File: config.mk
export PLATFORM = sky130hd
export DESIGN_NAME = i2cmx_seq
export DESIGN_NICKNAME = d
export VERILOG_FILES = /design/src/rtl/i2cmx_pkg.sv /design/src/rtl/i2cmx_unit_timer.sv /design/src/rtl/i2cmx_id_decode.sv /design/src/rtl/i2cmx_ctrl_enc.sv /design/src/rtl/i2cmx_seq.sv
export SDC_FILE = /design/constraint.sdc
export NUM_CORES = 1
export LEC_CHECK = 0
export BUFFER_PORTS_ARGS = -buffer_cell sky130_fd_sc_hd__buf_2
export CAP_MARGIN = 40
export CORE_ASPECT_RATIO = 1.1
export CORE_MARGIN = 2
export CORE_UTILIZATION = 54
export CTS_BUF_LIST = sky130_fd_sc_hd__clkbuf_4 sky130_fd_sc_hd__clkbuf_8 sky130_fd_sc_hd__clkbuf_16
export DETAILED_ROUTE_END_ITERATION = 12
export GPL_TIMING_DRIVEN = 0
export HOLD_SLACK_MARGIN = 0.08
export PLACE_DENSITY = 0.9
export SYNTH_ARGS = -nofsm -noshare
export SYNTH_HDL_FRONTEND = slang
export SYNTH_SLANG_ARGS = --single-unit
File: constraint.sdc
create_clock -name clk -period 2.6 [get_ports clk]
set_clock_uncertainty 0.1 [all_clocks]
set_input_delay 0.52 -clock clk [delete_from_list [all_inputs] [get_ports clk]]
set_output_delay 0.52 -clock clk [all_outputs]
set_load 0.005 [all_outputs]
File: src/rtl/i2cmx_pkg.sv
package i2cmx_pkg;

    typedef enum logic [1:0] {
        BM_START = 2'd0,
        BM_STOP  = 2'd1,
        BM_WRITE = 2'd2,
        BM_READ  = 2'd3
    } bm_op_e;

    typedef enum logic [1:0] {
        ERR_NONE      = 2'd0,
        ERR_ADDR_NACK = 2'd1,
        ERR_CTRL_NACK = 2'd2,
        ERR_UNKNOWN   = 2'd3
    } err_e;

    typedef enum logic [2:0] {
        S_IDLE   = 3'd0,
        S_RST_HI = 3'd1,
        S_RST_LO = 3'd2,
        S_START  = 3'd3,
        S_ADDR   = 3'd4,
        S_DATA   = 3'd5,
        S_STOP   = 3'd6
    } seq_st_e;

endpackage

File: src/rtl/i2cmx_unit_timer.sv
module i2cmx_unit_timer #(
    parameter int UNIT_CYCLES = 5000
) (
    input  logic clk,
    input  logic rst_n,
    input  logic start,
    output logic expired
);
    localparam int CW = (UNIT_CYCLES > 1) ? $clog2(UNIT_CYCLES) : 1;

    typedef struct packed {
        logic [CW-1:0] cnt;
        logic          run;
    } tmr_t;

    tmr_t tmr_d, tmr_q;

    assign expired = tmr_q.run && (tmr_q.cnt == '0);

    always_comb begin
        tmr_d = tmr_q;
        if (start) begin
            tmr_d.cnt = CW'(UNIT_CYCLES - 1);
            tmr_d.run = 1'b1;
        end else if (tmr_q.run) begin
            if (tmr_q.cnt == '0) begin
                tmr_d.run = 1'b0;
            end else begin
                tmr_d.cnt = tmr_q.cnt - 1'b1;
            end
        end
    end

    always_ff @(posedge clk or negedge rst_n) begin
        if (!rst_n) begin
            tmr_q <= '0;
        end else begin
            tmr_q <= tmr_d;
        end
    end


    single_expire_chk: assert property (@(posedge clk) disable iff (!rst_n)
        (expired && !start) |=> !expired);

endmodule

File: src/rtl/i2cmx_id_decode.sv
module i2cmx_id_decode #(
    parameter int          D_W  = 8,
    parameter logic [D_W-1:0] ID_A = 8'h00,
    parameter logic [D_W-1:0] ID_B = 8'h08
) (
    input  logic [D_W-1:0] rdata,
    output logic           known,
    output logic           is_b
);
    logic hit_a;
    logic hit_b;

    always_comb begin
        hit_a = (rdata == ID_A);
        hit_b = (rdata == ID_B);
        known = hit_a || hit_b;
        is_b  = hit_b;
    end

endmodule

File: src/rtl/i2cmx_ctrl_enc.sv
module i2cmx_ctrl_enc #(
    parameter int CH_W = 3,
    parameter int D_W  = 8
) (
    input  logic [CH_W-1:0] chan,
    input  logic            all_off,
    input  logic            var_b,
    output logic [D_W-1:0]  word
);
    localparam int NCH = 1 << CH_W;

    logic [D_W-1:0] onehot_w;
    logic [D_W-1:0] index_w;

    for (genvar i = 0; i < D_W; i++) begin : g_onehot
        if (i < NCH) begin : g_live
            assign onehot_w[i] = (chan == CH_W'(i));
        end else begin : g_zero
            assign onehot_w[i] = 1'b0;
        end
    end

    always_comb begin
        index_w        = '0;
        index_w[CH_W-1:0] = chan;
        index_w[CH_W]  = 1'b1;
        if (all_off) begin
            word = '0;
        end else if (var_b) begin
            word = index_w;
        end else begin
            word = onehot_w;
        end
    end

endmodule

File: src/rtl/i2cmx_seq.sv
module i2cmx_seq
    import i2cmx_pkg::*;
#(
    parameter int UNIT_CYCLES = 5000,
    parameter int ADDR_W      = 7,
    parameter int CH_W        = 3,
    parameter logic [ADDR_W-1:0] PROBE_ADDR = 7'h71,
    parameter logic [7:0]  ID_A = 8'h00,
    parameter logic [7:0]  ID_B = 8'h08
) (
    input  logic              clk,
    input  logic              rst_n,
    input  logic              det_req,
    input  logic              sel_req,
    input  logic [ADDR_W-1:0] mux_addr,
    input  logic [CH_W-1:0]   chan,
    input  logic              all_off,
    output logic              variant,
    output logic              done,
    output logic [1:0]        err_code,
    output logic              mux_rst,
    output logic              bm_go,
    output logic [1:0]        bm_op,
    output logic [7:0]        bm_wdata,
    output logic              bm_rd_nack,
    input  logic              bm_done,
    input  logic              bm_ack,
    input  logic [7:0]        bm_rdata
);
    localparam int D_W = ADDR_W + 1;

    typedef struct packed {
        seq_st_e           st;
        logic              waiting;
        logic              det;
        logic [ADDR_W-1:0] addr;
        logic [CH_W-1:0]   ch;
        logic              off;
        logic              var_b;
        logic              done;
        err_e              err;
    } seq_t;

    seq_t s_d, s_q;

    logic           tmr_start;
    logic           tmr_exp;
    logic           id_known;
    logic           id_is_b;
    logic [D_W-1:0] ctrl_word;
    bm_op_e         op_c;

    i2cmx_unit_timer #(.UNIT_CYCLES(UNIT_CYCLES)) u_timer (
        .clk     (clk),
        .rst_n   (rst_n),
        .start   (tmr_start),
        .expired (tmr_exp)
    );

    i2cmx_id_decode #(.D_W(D_W), .ID_A(ID_A), .ID_B(ID_B)) u_id (
        .rdata (bm_rdata),
        .known (id_known),
        .is_b  (id_is_b)
    );

    i2cmx_ctrl_enc #(.CH_W(CH_W), .D_W(D_W)) u_enc (
        .chan    (s_q.ch),
        .all_off (s_q.off),
        .var_b   (s_q.var_b),
        .word    (ctrl_word)
    );

    // Command selection per bus phase
    always_comb begin
        case (s_q.st)
            S_START: op_c = BM_START;
            S_ADDR:  op_c = BM_WRITE;
            S_DATA:  op_c = s_q.det ? BM_READ : BM_WRITE;
            default: op_c = BM_STOP;
        endcase
    end

    always_comb begin
        bm_wdata = '0;
        if (s_q.st == S_ADDR) begin
            bm_wdata = s_q.det ? {PROBE_ADDR, 1'b1} : {s_q.addr, 1'b0};
        end else if (s_q.st == S_DATA && !s_q.det) begin
            bm_wdata = ctrl_word;
        end
    end

    // Next-state logic
    always_comb begin
        s_d       = s_q;
        tmr_start = 1'b0;
        bm_go     = 1'b0;
        case (s_q.st)
            S_IDLE: begin
                if (det_req || sel_req) begin
                    s_d.det  = det_req;
                    s_d.addr = mux_addr;
                    s_d.ch   = chan;
                    s_d.off  = all_off;
                    s_d.done = 1'b0;
                    s_d.err  = ERR_NONE;
                    if (det_req) begin
                        s_d.st    = S_RST_HI;
                        tmr_start = 1'b1;
                    end else begin
                        s_d.st = S_START;
                    end
                end
            end
            S_RST_HI: begin
                if (tmr_exp) begin
                    s_d.st    = S_RST_LO;
                    tmr_start = 1'b1;
                end
            end
            S_RST_LO: begin
                if (tmr_exp) begin
                    s_d.st = S_START;
                end
            end
            default: begin
                if (!s_q.waiting) begin
                    bm_go       = 1'b1;
                    s_d.waiting = 1'b1;
                end else if (bm_done) begin
                    s_d.waiting = 1'b0;
                    case (s_q.st)
                        S_START: s_d.st = S_ADDR;
                        S_ADDR: begin
                            s_d.st = bm_ack ? S_DATA : S_STOP;
                            if (!bm_ack) begin
                                s_d.err = ERR_ADDR_NACK;
                            end
                        end
                        S_DATA: begin
                            s_d.st = S_STOP;
                            if (s_q.det) begin
                                if (id_known) begin
                                    s_d.var_b = id_is_b;
                                end else begin
                                    s_d.err = ERR_UNKNOWN;
                                end
                            end else if (!bm_ack) begin
                                s_d.err = ERR_CTRL_NACK;
                            end
                        end
                        default: begin
                            s_d.st   = S_IDLE;
                            s_d.done = 1'b1;
                        end
                    endcase
                end
            end
        endcase
    end

    always_ff @(posedge clk or negedge rst_n) begin
        if (!rst_n) begin
            s_q       <= '0;
            s_q.st    <= S_IDLE;
            s_q.err   <= ERR_NONE;
        end else begin
            s_q <= s_d;
        end
    end

    assign variant    = s_q.var_b;
    assign done       = s_q.done;
    assign err_code   = s_q.err;
    assign mux_rst    = (s_q.st == S_RST_HI);
    assign bm_op      = op_c;
    assign bm_rd_nack = (s_q.st == S_DATA) && s_q.det;


    rst_quiet_bus_chk: assert property (@(posedge clk) disable iff (!rst_n)
        mux_rst |-> !bm_go);


    go_pulse_chk: assert property (@(posedge clk) disable iff (!rst_n)
        bm_go |=> !bm_go);


    done_hold_chk: assert property (@(posedge clk) disable iff (!rst_n)
        (done && !det_req && !sel_req) |=> (done && $stable(err_code)));


    done_clear_chk: assert property (@(posedge clk) disable iff (!rst_n)
        (done && (det_req || sel_req)) |=> !done);


    variant_update_chk: assert property (@(posedge clk) disable iff (!rst_n)
        !$stable(variant) |-> $past(bm_done));


    reset_only_on_detect_chk: assert property (@(posedge clk) disable iff (!rst_n)
        $rose(mux_rst) |-> $past(det_req));

endmodule

Word level (Yosys, flattened, before mapping)

Index checks and enable logic that the tools add are counted.

Register bits after elaboration: 34
Input port bits: 25
Output and inout port bits: 17
Word-level logic and storage cells: 97

Add/sub/neg operators: 1
Equality and inequality tests: 21
Multiplexer cells: 37
Bitwise logic cells: 2
Reductions and logical operators: 25

Operator list:

| cell                    | number |
|---|---|
| $mux W8                 | 5 |
| $mux W14                | 2 |
| $mux W3                 | 7 |
| $eq A3 B3 Y1 const B    | 6 |
| $pmux W3 S3             | 2 |
| $logic_not A13 Y1       | 1 |
| $mux W13                | 1 |
| $sub A13 B1 Y13 const B | 1 |
| $eq A3 B2 Y1 const B    | 4 |
| $mux W2                 | 6 |
| $reduce_and A5 Y1       | 2 |
| $mux W1                 | 9 |
| $eq A8 B4 Y1 const B    | 1 |
| $logic_not A8 Y1        | 1 |
| $ne A4 B3 Y1 const B    | 2 |
| $reduce_and A8 Y1       | 1 |
| $reduce_bool A4 Y1      | 2 |
| $eq A3 B1 Y1 const B    | 2 |
| $logic_not A3 Y1        | 2 |
| $ne A2 B2 Y1 const B    | 3 |
| $pmux W2 S3             | 1 |
| $pmux W3 S2             | 1 |
| $reduce_and A6 Y1       | 1 |
| $reduce_bool A2 Y1      | 3 |
| other kinds (13)        | 20 |

Longest topological paths before layout

Gate-level depths: netlist of the first run.

Word-level depth: 8
Mapped depth: 7
Gate-level depth less buffers: 6

Hierarchy

Synthesis of the first run repeated with hierarchy kept, for this count alone.

Cells, all modules: 212
Area total of the unflattened synthesis: 2179.6 um^2

Modules (own cells, without submodules):

| module           | times used | cells each | area an instance (um^2) | sequential area each (um^2) |
|---|---|---|---|---|
| i2cmx_seq        | 1          | 113        | 1216.2                  | 500.5 |
| i2cmx_unit_timer | 1          | 76         | 815.8                   | 350.3 |
| i2cmx_ctrl_enc   | 1          | 19         | 111.4                   | 0.0 |
| i2cmx_id_decode  | 1          | 4          | 36.3                    | 0.0 |

Worst setup path before layout of the first run

Ideal clock, no wire load.

Kind: register to register
From: reg u_timer.tmr_q[3] (netlist bit)
To: reg u_timer.tmr_q[12] (netlist bit)
Library setup time: 0.077 ns
Arrival: 1.967 ns
Required time: 2.423 ns
Path slack: 0.455 ns
Cell stages (with the launch flop): 6
Buffers on the path: 1
Clock period less this slack: 2.145 ns
Cells stage by stage: dfrtp_1 > or4b_1 > or3_1 > buf_2 > or4b_1 > a21oi_1

Longest elaborated chain between the ends: 6
Elaborated cells between the ends (all ways): 11
Classes of those cells: 1 x add/sub; 1 x eq/ne; 5 x mux; 4 x reduce/logical

Ends and longest elaborated chain:

| element                                                                 | RTL line               | text |
|---|---|---|
| start: declaration                                                      | i2cmx_unit_timer.sv:16 | `tmr_t tmr_d, tmr_q;` |
| start signal: assignment                                                | i2cmx_unit_timer.sv:38 | `tmr_q <= tmr_d;` |
| parallel branches: the longest is 6 deep, another holds $sub A13 B1 Y13 | n/a                    |  |

Several ways; the timed one is not identified. The select of a mux whose other input is x is not followed.
A chain may end at the register's enable or synchronous reset.

Worst setup path after layout of the first run

From: reg s_q[15] (netlist bit)
To: out bm_wdata[5]

Longest elaborated chain between the ends: 4
Elaborated cells between the ends (all ways): 5
Classes of those cells: 3 x mux; 2 x reduce/logical

Ends and longest elaborated chain:

| element             | RTL line        | text |
|---|---|---|
| start: declaration  | i2cmx_seq.sv:44 | `seq_t s_d, s_q;` |
| $logic_not A1 Y1    | i2cmx_seq.sv:87 | `end else if (s_q.st == S_DATA && !s_q.det) begin` |
| $logic_and A1 B1 Y1 | i2cmx_seq.sv:87 |  |
| $mux W8             | i2cmx_seq.sv:87 |  |
| $mux W8 (*)         | i2cmx_seq.sv:85 | `if (s_q.st == S_ADDR) begin` |
| end: declaration    | i2cmx_seq.sv:24 | `output logic [7:0] bm_wdata,` |

Mark *: on every way between the ends. The rest lies on a longest branch, timed or not.

==> results of run 1 <==
==> flip-flops by register name (all words and copies together) (netlist names) <==
name,flops
err_code,2
done,1
s_q,16
u_timer.tmr_q,14
variant,1
==> layout by cell type, fill, tap and decap left out, types with 3 or more instances in the layout <==
cell type / count
o21ai_0: 10
nand2_1: 16
mux2_2: 13
or2_2: 4
or3_1: 7
inv_1: 8
nor2_1: 16
a21oi_1: 9
dfrtp_1: 32
or4_1: 5
o31ai_1: 3
nor2b_1: 3
buf_4: 4
a31oi_1: 3
nand3_1: 6
clkbuf_8: 6
buf_2: 42
nor3_1: 4
o32ai_2: 3
clkbuf_1: 7
nor4_1: 3
==> timing repair <==
action,CTS,global route
setup buffers,0,1
endpoints found under the setup margin,6,7
pin swaps,1,0
resized for setup,9,10
==> cell type report <==
class | instances | area, um2 | area share
tap | 50 | 62.6 | 0.0257
multi-input combinational | 155 | 1100 | 0.453
clock inverter | 1 | 5.00 | 0.00206
timing repair buffer | 41 | 208 | 0.0855
inverter | 8 | 30.0 | 0.0124
clock buffer | 7 | 90.1 | 0.0371
buffer | 16 | 80.1 | 0.0330
sequential | 34 | 853 | 0.351
==> worst max-delay path: cells and delay by family, from the launching register on <==
kind | cells | cell delay (ns)
AOI/OAI and AO/OA | 1 | 0.25
and+or+nand+nor | 3 | 0.64
DFF | 1 | 0.39
buffers and inverters | 2 | 0.37
==> where the power goes <==
part	internal, mW	leakage (nW)	switching, mW
combinational	0.0144	0.604	0.0192
clock	0.224	0.0517	0.184
sequential	0.529	0.391	0
==> per-stage QoR <==
step / power (mW) / TNS (ns)
5_1_grt: 1.02 / -0.0996
6_report: 0.970 / 0
3_3_place_gp: 0.572 / 0
4_1_cts: 0.982 / 0
3_5_place_dp: 0.573 / 0
2_1_floorplan: 0.544 / 0
==> layer usage <==
| layer | wire [um] | vias up |
|---|---|---|
| met5 | 0 | - |
| met4 | 86 | 0 |
| met3 | 317 | 14 |
| met2 | 2330 | 82 |
| met1 | 1910 | 897 |
| li1 | - | 895 |
==> worst min path at each step <==
stage               start       to  slack, ns  cells after the start
global placement     done     done       0.38                      2
detailed placement   done     done       0.39                      2
finish              rst_n  s_q[10]       0.19                      1
floorplan           rst_n     done       0.12                      0
CTS                 rst_n  s_q[10]       0.22                      1
global route        rst_n  variant       0.25                      1
==> kinds of logic (layout without fill, tap and decap cells) <==
| family | Yosys count | count (layout) | share of synthesized area |
|---|---|---|---|
| mux | 14 | 14 | 0.0779 |
| compound gates | 52 | 52 | 0.183 |
| fa+ha+maj | 1 | 1 | 0.00623 |
| flops | 34 | 34 | 0.424 |
| buf+inv | 25 | 73 | 0.0517 |
| xor+xnor | 3 | 3 | 0.0131 |
| simple gates | 85 | 85 | 0.244 |
==> cells in the mapped netlist (3+ instances only) <==
library cell	count
nand2b_1	3
nor3_1	5
a31oi_1	3
nor2_1	17
a21oi_1	9
nor4_1	3
inv_1	8
or4_1	5
nor2b_1	3
nand2_1	16
o21ai_0	10
mux2_2	13
nand3_1	6
or3_1	8
dfrtp_1	34
o31ai_1	3
o32ai_1	4
or2_2	4
clkbuf_1	12
==> impl_metrics.csv, run 1 <==
group,metric,value,unit
global_route,met3_usage,0.0609,
worst_setup_path,timing.rr.start,"s_q[17]",
global_route,grt_pass1_vias,1728,
detailed_routing,drt_iter0_markers,176,
synthesis,synthArstFlopShare,1.00,
power,vdd_drop_max,0.340,mV
placed_design,placedCellCount,304,
global_route,grtUsageTotal,0.226,
detailed_routing,via_count,1888,
worst_setup_path,worstPathRequired,1.98,ns
synthesis,yosys_warnings,0,
synthesis,yosys.area.top_type,"dfrtp_1",
hold_path,hold_path.class,"input port to asynchronous set/reset pin",
global_route,gr-total-overflow,0,
die,dieWidth,62.1,um
clocking,cts_htree_levels,2,
global_route,grt_max_degree,35,
sta,fmax,391,MHz
synthesis,ys_seq_area_frac,0.424,
power,p_leak,1.05,nW
finish,num_antenna_cells,0,
synthesis,synth-edff-count,0,
clocking,root_buffer,"clkbuf_8",
worst_setup_path,path_class,"flip-flop to output pin",
finish,syn2layout_area_growth,21.1,%
sta,finalWorstSetupSlack,0.0396,ns
detailed_routing,first_pass_iters,4,
die,core,3600,um2
worst_setup_path,rr_worst_depth,5,
synthesis,synth_area,2010,um2
global_route,grt_util_met2,0.409,
synthesis,synthFlopType,"dfrtp_1",
finish,postLayoutCellArea,2430,um2
worst_setup_path,r2r_end,"s_q[9]",
detailed_routing,drc,0,
sta,finalCritPeriodShare,0.985,
synthesis,synthTopCellsByArea,"dfrtp_1, mux2_2, nor2_1, nand2_1, o21ai_0",
worst_setup_path,crit_chain,"clkbuf_2 > nand2b_1 > nor3_4 > nand3_1 > o32ai_2 > buf_2",
sta,hold_violations,0,
detailed_routing,antenna_left,0,
worst_setup_path,critPathLaunch,"s_q[15]",
global_route,grtUsageMet1,0.255,
worst_setup_path,arrival,1.94,ns
sta,timing.hold.ws,0.193,ns
sta,period_needed,2.56,ns
finish,final_util,0.675,
worst_setup_path,endpoint,"bm_wdata[5]",
synthesis,synth.top_cell.area_share,0.424,
clocking,cts_hold_buf,0,
sta,rsz0062_at_grt,"true",
sta,setup_viol_count_final,0,
die,ioPinCount,42,
sta,tightest_slew,0.744,ns
global_route,grt_antenna_before_repair,0,
detailed_routing,routedWlPerCell,14.9,um
synthesis,ys_seq_elements,34,
placed_design,placed_area,2270,um2
finish,drive_above_1_share,0.340,
run,maxCapViolCount,0,
worst_setup_path,slowest_delay,0.39,ns
worst_setup_path,crit_slowest_cell,"dfrtp_1",
finish,fin_cells,312,
clocking,clockBufferDepth,2,
placed_design,port-buffer-count,40,
clocking,cts_inserted_buffers,5,
sta,drv_slew,0,
clocking,cts_sinks,34,
die,dieArea,4220,um2
finish,nFillCells,262,
die,num_rows,23,
synthesis,synthesis.nets,240,
power,power_density,399,nW/um2
die,initial_core_util,0.558,
placed_design,post-place-ws,0.112,ns
worst_setup_path,crit_fanout,10,
placed_design,gp_congestion,0.824,
die,die_h,67.9,um
global_route,top_usage_layer,"met2",
worst_setup_path,worst-r2r-setup-slack,0.21,ns
clocking,clkTransAtPathRegs,0.07,ns
detailed_routing,wirelength,4.64,mm
global_route,grt_pass1_wl,7.51,mm
synthesis,synth_cell_type_count,54,
worst_setup_path,startpoint_type,"flip-flop",
placed_design,hpwl,3.21,mm
synthesis,syn_inst,214,
outcome,outcome,"complete, no violations",
sta,relSlewSlack,0.504,
worst_setup_path,end_kind,"output pin",
clocking,clk_latency,0.28,ns
synthesis,syn_avg_cell_area,9.38,um2
finish,nets,287,
clocking,cts_tree,"yes",
detailed_routing,vias_per_cell,6.05,
No activity file was read; power rests on OpenSTA's default activity.
==> run 2: changes to the inputs <==
==> constraint.sdc (replaced) <==
create_clock -name clk -period 2.6 [get_ports clk]
set_clock_uncertainty 0.1 [all_clocks]
set_input_delay 0.52 -clock clk [delete_from_list [all_inputs] [get_ports clk]]
set_output_delay 0.52 -clock clk [all_outputs]
set_load 0.05 [all_outputs]
==> run 2 against run 1 <==
- non-clock buffer count grew 1
- die area is the same
- sequential share of layout area shrank 0.60 points
- maximum frequency is essentially flat
- utilization grew 1.1 points
- final area grew 1.6%
- combinational power is essentially flat
- highest routed layer unchanged
==> impl_metrics.csv, run 2 (synthesis results as in run 1) <==
group,metric,value,unit
outcome,outcome,"complete, no violations",
global_route,grt_pass1_wl,7.47,mm
placed_design,port-buffer-count,40,
detailed_routing,wirelength,4.62,mm
sta,fmax,390,MHz
worst_setup_path,path_class,"flip-flop to output pin",
detailed_routing,routedWlPerCell,14.8,um
sta,hold_violations,0,
die,dieArea,4220,um2
finish,num_antenna_cells,0,
die,core,3600,um2
worst_setup_path,critPathTopFamily,"simple AND/OR/NAND/NOR gates",
worst_setup_path,arrival,1.94,ns
worst_setup_path,crit_slowest_cell,"or3_4",
sta,setup_tns,0,ns
placed_design,post-place-ws,-0.0255,ns
power,power_density,415,nW/um2
worst_setup_path,path_buf_inv,2,
worst_setup_path,crit_fanout,10,
detailed_routing,antenna_left,0,
power,vdd_drop_max,0.230,mV
global_route,grtUsageTotal,0.230,
finish,syn2layout_area_growth,23.0,%
global_route,grt_pass1_vias,1741,
clocking,cts_inserted_buffers,5,
worst_setup_path,timing.rr.start,"s_q[17]",
placed_design,placed_area,2280,um2
sta,period_needed,2.56,ns
die,die_h,67.9,um
sta,drv_slew,0,
sta,relSlewSlack,0.502,
sta,finalWorstSetupSlack,0.0384,ns
detailed_routing,drc,0,
worst_setup_path,crit_chain,"clkbuf_4 > nand2b_1 > or3_4 > o32ai_2 > buf_6",
finish,drive_above_1_share,0.331,
clocking,clockBufferDepth,2,
placed_design,hpwl,3.26,mm
worst_setup_path,critPathLaunch,"s_q[18]",
finish,nets,288,
finish,final_util,0.686,
worst_setup_path,slowest_delay,0.43,ns
finish,mostFrequentLayoutCells,"buf_2, dfrtp_1, nor2_1, nand2_1",
worst_setup_path,startpoint_type,"flip-flop",
sta,finalCritPeriodShare,0.985,
worst_setup_path,worstPathRequired,1.98,ns
hold_path,hold_path.class,"input port to asynchronous set/reset pin",
global_route,grt_antenna_before_repair,0,
clocking,cts_htree_levels,2,
clocking,root_buffer,"clkbuf_8",
finish,largest_register_ffs,16,
die,ioPinCount,42,
detailed_routing,drt_iter0_markers,239,
die,initial_core_util,0.558,
run,maxCapViolCount,0,
finish,postLayoutCellArea,2470,um2
global_route,grt_max_degree,35,
global_route,gr-total-overflow,0,
finish,final_common_cell,"buf_2",
die,num_rows,23,
clocking,cts_tree,"yes",
power,p_leak,1.07,nW
finish,top_register,"s_q",
detailed_routing,first_pass_iters,4,
detailed_routing,via_count,1870,
clocking,clk_latency,0.29,ns
finish,nFillCells,260,
placed_design,gp_congestion,0.846,
worst_setup_path,end_kind,"output pin",
sta,rsz0062_at_grt,"false",
clocking,cts_sinks,34,
clocking,clkTransAtPathRegs,0.07,ns
sta,tightest_slew,0.747,ns
sta,setup_viol_count_final,0,
detailed_routing,vias_per_cell,5.97,
die,dieWidth,62.1,um
## run 2: cell count changes in the layout (fill, tap and decap cells not counted), moves of 2 or more
cell,before,now
buf_4,4,13
o32ai_1,1,3
clkbuf_2,2,0
clkbuf_8,6,8
o32ai_2,3,1
buf_2,42,34
## run 2: through the flow
stage / total power, mW / hold WS (ns) / instances
3_3_place_gp: 0.572 / 0.383 / 304
5_1_grt: 1.06 / 0.244 / 313
3_5_place_dp: 0.573 / 0.398 / 304
6_report: 1.02 / 0.185 / 313
2_1_floorplan: 0.544 / 0.124 / 214
4_1_cts: 1.04 / 0.209 / 313
## run 2: area by class of cell
class	count	area [um2]	area share
well taps	50	62.6	0.0253
clock buffers	8	110	0.0446
plain buffers	14	70.1	0.0284
repair buffers	44	254	0.103
multi-input cells	155	1090	0.441
inverters	8	30.0	0.0122
flip-flops and latches	34	852	0.345
## run 2: report_power, final
group          leakage (nW)  internal (mW)  switching (mW)  total [mW]
clock network        0.0575          0.267           0.194       0.461
logic                 0.619         0.0145          0.0196      0.0340
registers             0.391          0.529               0       0.529
## run 2: worst register-to-register path, stage by stage (launching register included)
cell	delay [ns]
dfrtp_1	0.50
nor3_1	0.37
nor2b_1	0.20
clkbuf_1	0.23
clkbuf_1	0.43
mux2_2	0.40
## run 2: final timing paths
kind                                to  slack [ns]  depth (start not counted)
max reg2reg                    s_q[14]        0.27                          5
min in group clk                s_q[6]        0.34                          3
min reg2reg                err_code[0]        0.42                          1
max                        bm_wdata[6]        0.04                          5
max in group asynchronous      s_q[15]        1.69                          1
min                             s_q[5]        0.19                          1
## run 2: routing by layer
layer | up-vias | routed length, um | global-route usage
met1 | 896 | 1890 | 0.250
met2 | 73 | 2370 | 0.435
met5 | - | 0 | 0
li1 | 893 | - | -
met4 | 0 | 70 | 0.108
met3 | 8 | 288 | 0.0543
## run 2: timing repair
| item | in CTS | in global routing |
|---|---|---|
| buffers inserted | 4 | 0 |
| hold buffers | 0 | 0 |
| pin swaps | 2 | 0 |
| setup endpoints to repair | 8 | 6 |
| gates resized for setup | 16 | 5 |
==> run 3: changes to the inputs <==
Settings changed: CORE_UTILIZATION 54 to 30, PLACE_DENSITY 0.9 to 0.6.
==> run 3 against run 2 <==
- sequential cell count unchanged
- setup slack improved by 0.058 ns
- maximum frequency increased by 2.3%
- global-route usage decreased by 9.7 points
==> impl_metrics.csv, run 3 (synthesis results as in run 1) <==
group,metric,value,unit
outcome,outcome,"complete, no violations",
power,p_sw,217,uW
detailed_routing,routedWlPerCell,13.8,um
sta,fmax,399,MHz
detailed_routing,drt_iter0_markers,130,
global_route,grt_pass1_wl,7.82,mm
clocking,clk_latency,0.29,ns
sta,setup_viol_count_final,0,
worst_setup_path,startpoint_type,"flip-flop",
placed_design,placedCellCount,336,
clocking,clkTransAtPathRegs,0.07,ns
detailed_routing,via_count,1815,
sta,rsz0062_at_grt,"false",
finish,nFillCells,683,
global_route,grtUsageTotal,0.133,
die,ioPinCount,42,
sta,period_needed,2.50,ns
worst_setup_path,end_kind,"output pin",
clocking,cts_htree_levels,2,
power,internal-power,767,uW
die,dieArea,7360,um2
die,num_rows,31,
worst_setup_path,worstPathRequired,1.98,ns
power,power_density,395,nW/um2
sta,drv_slew,0,
die,core,6520,um2
power,swShare,0.221,
power,power_frac_seq,0.537,
hold_path,hold_path.class,"input port to asynchronous set/reset pin",
worst_setup_path,path_class,"flip-flop to output pin",
die,dieWidth,82.0,um
sta,hold_violations,0,
run,maxCapViolCount,0,
detailed_routing,antenna_left,0,
global_route,grt_antenna_before_repair,0,
finish,nets,286,
placed_design,hpwl,3.48,mm
finish,final_common_cell,"buf_2",
worst_setup_path,crit_fanout,10,
finish,top_register,"s_q",
power,combPwrFrac,0.036,
clocking,cts_inserted_buffers,5,
clocking,cts_sinks,34,
global_route,gr-total-overflow,0,
die,initial_core_util,0.308,
sta,setup_tns,0,ns
sta,relSlewSlack,0.471,
placed_design,port-buffer-count,40,
detailed_routing,vias_per_cell,5.29,
clocking,cts_tree,"yes",
die,die_h,89.8,um
power,clkPwrFrac,0.427,
finish,drive_above_1_share,0.326,
power,p_leak,1.06,nW
detailed_routing,first_pass_iters,4,
global_route,grt_max_degree,35,
global_route,grt_pass1_vias,1679,
finish,postLayoutCellArea,2490,um2
finish,largest_register_ffs,16,
finish,fin_cells,343,
finish,syn2layout_area_growth,24.1,%
detailed_routing,wirelength,4.74,mm
finish,num_antenna_cells,0,
placed_design,placed_area,2320,um2
worst_setup_path,arrival,1.88,ns
clocking,cts_hold_buf,0,
finish,mostFrequentLayoutCells,"buf_2, dfrtp_1, nor2_1, nand2_1, mux2_2",
placed_design,gp_congestion,0.769,
detailed_routing,drc,0,
sta,finalCritPeriodShare,0.963,
power,vdd_drop_max,0.218,mV
clocking,root_buffer,"clkbuf_8",
sta,tightest_slew,0.793,ns
clocking,clockBufferDepth,2,
## run 3: final cells by class
type                       instances  area, um2  share of cell area
multi-input combinational        155       1100               0.442
sequential                        34        852               0.342
timing repair buffer              42        239              0.0959
tap                               82        103              0.0412
clock buffer                       7       90.1              0.0362
buffer                            14       70.1              0.0281
inverter                           8       30.0              0.0121
clock inverter                     1       5.00             0.00201
## run 3: worst paths after layout
path,start,end,slack (ns),depth (start not counted)
worst max-delay path,s_q[18],bm_wdata[1],0.1,5
worst min-delay path,rst_n,u_timer.tmr_q[1],0.22,1
worst max register to register,s_q[17],s_q[14],0.24,5
min in group clk,chan[2],s_q[7],0.34,3
max in group asynchronous,rst_n,s_q[15],1.64,1
worst min register to register,s_q[13],s_q[13],0.41,1
## run 3: metrics by stage
stage	utilization	total power, mW	hold slack [ns]	setup slack [ns]
after floorplan	-	0.544	0.124	-0.399
after global placement	0.356	0.575	0.392	0.00948
after detailed placement	0.356	0.576	0.395	-0.000212
after CTS	0.377	0.996	0.247	0.0386
after global routing	0.382	1.02	0.286	0.0123
final	0.382	0.985	0.218	0.0963
## run 3: repair_timing
item | in CTS | in global routing
pin swaps | 1 | 0
setup buffers | 2 | 0
setup endpoints to repair | 8 | 11
resized for setup | 15 | 6
## run 3: power groups by stage
stage	sequential (mW)	clock [mW]	combinational (mW)
6_report	0.529	0.421	0.0353
5_1_grt	0.528	0.451	0.0403
4_1_cts	0.529	0.431	0.0369
3_5_place_dp	0.539	0	0.0368
3_3_place_gp	0.539	0	0.0359
2_1_floorplan	0.539	0	0.00495
## run 3: metal layers
metal / part of all wire / global-route usage
met4: 0.0095 / 0.0486
met3: 0.048 / 0.0281
met1: 0.45 / 0.177
met5: 0 / 0
met2: 0.50 / 0.211
## run 3: critical path: stages, from the launching register on
cell,delay [ns]
dfrtp_1,0.39
clkbuf_4,0.19
nand2b_4,0.16
or3_4,0.41
o22ai_1,0.21
buf_4,0.23
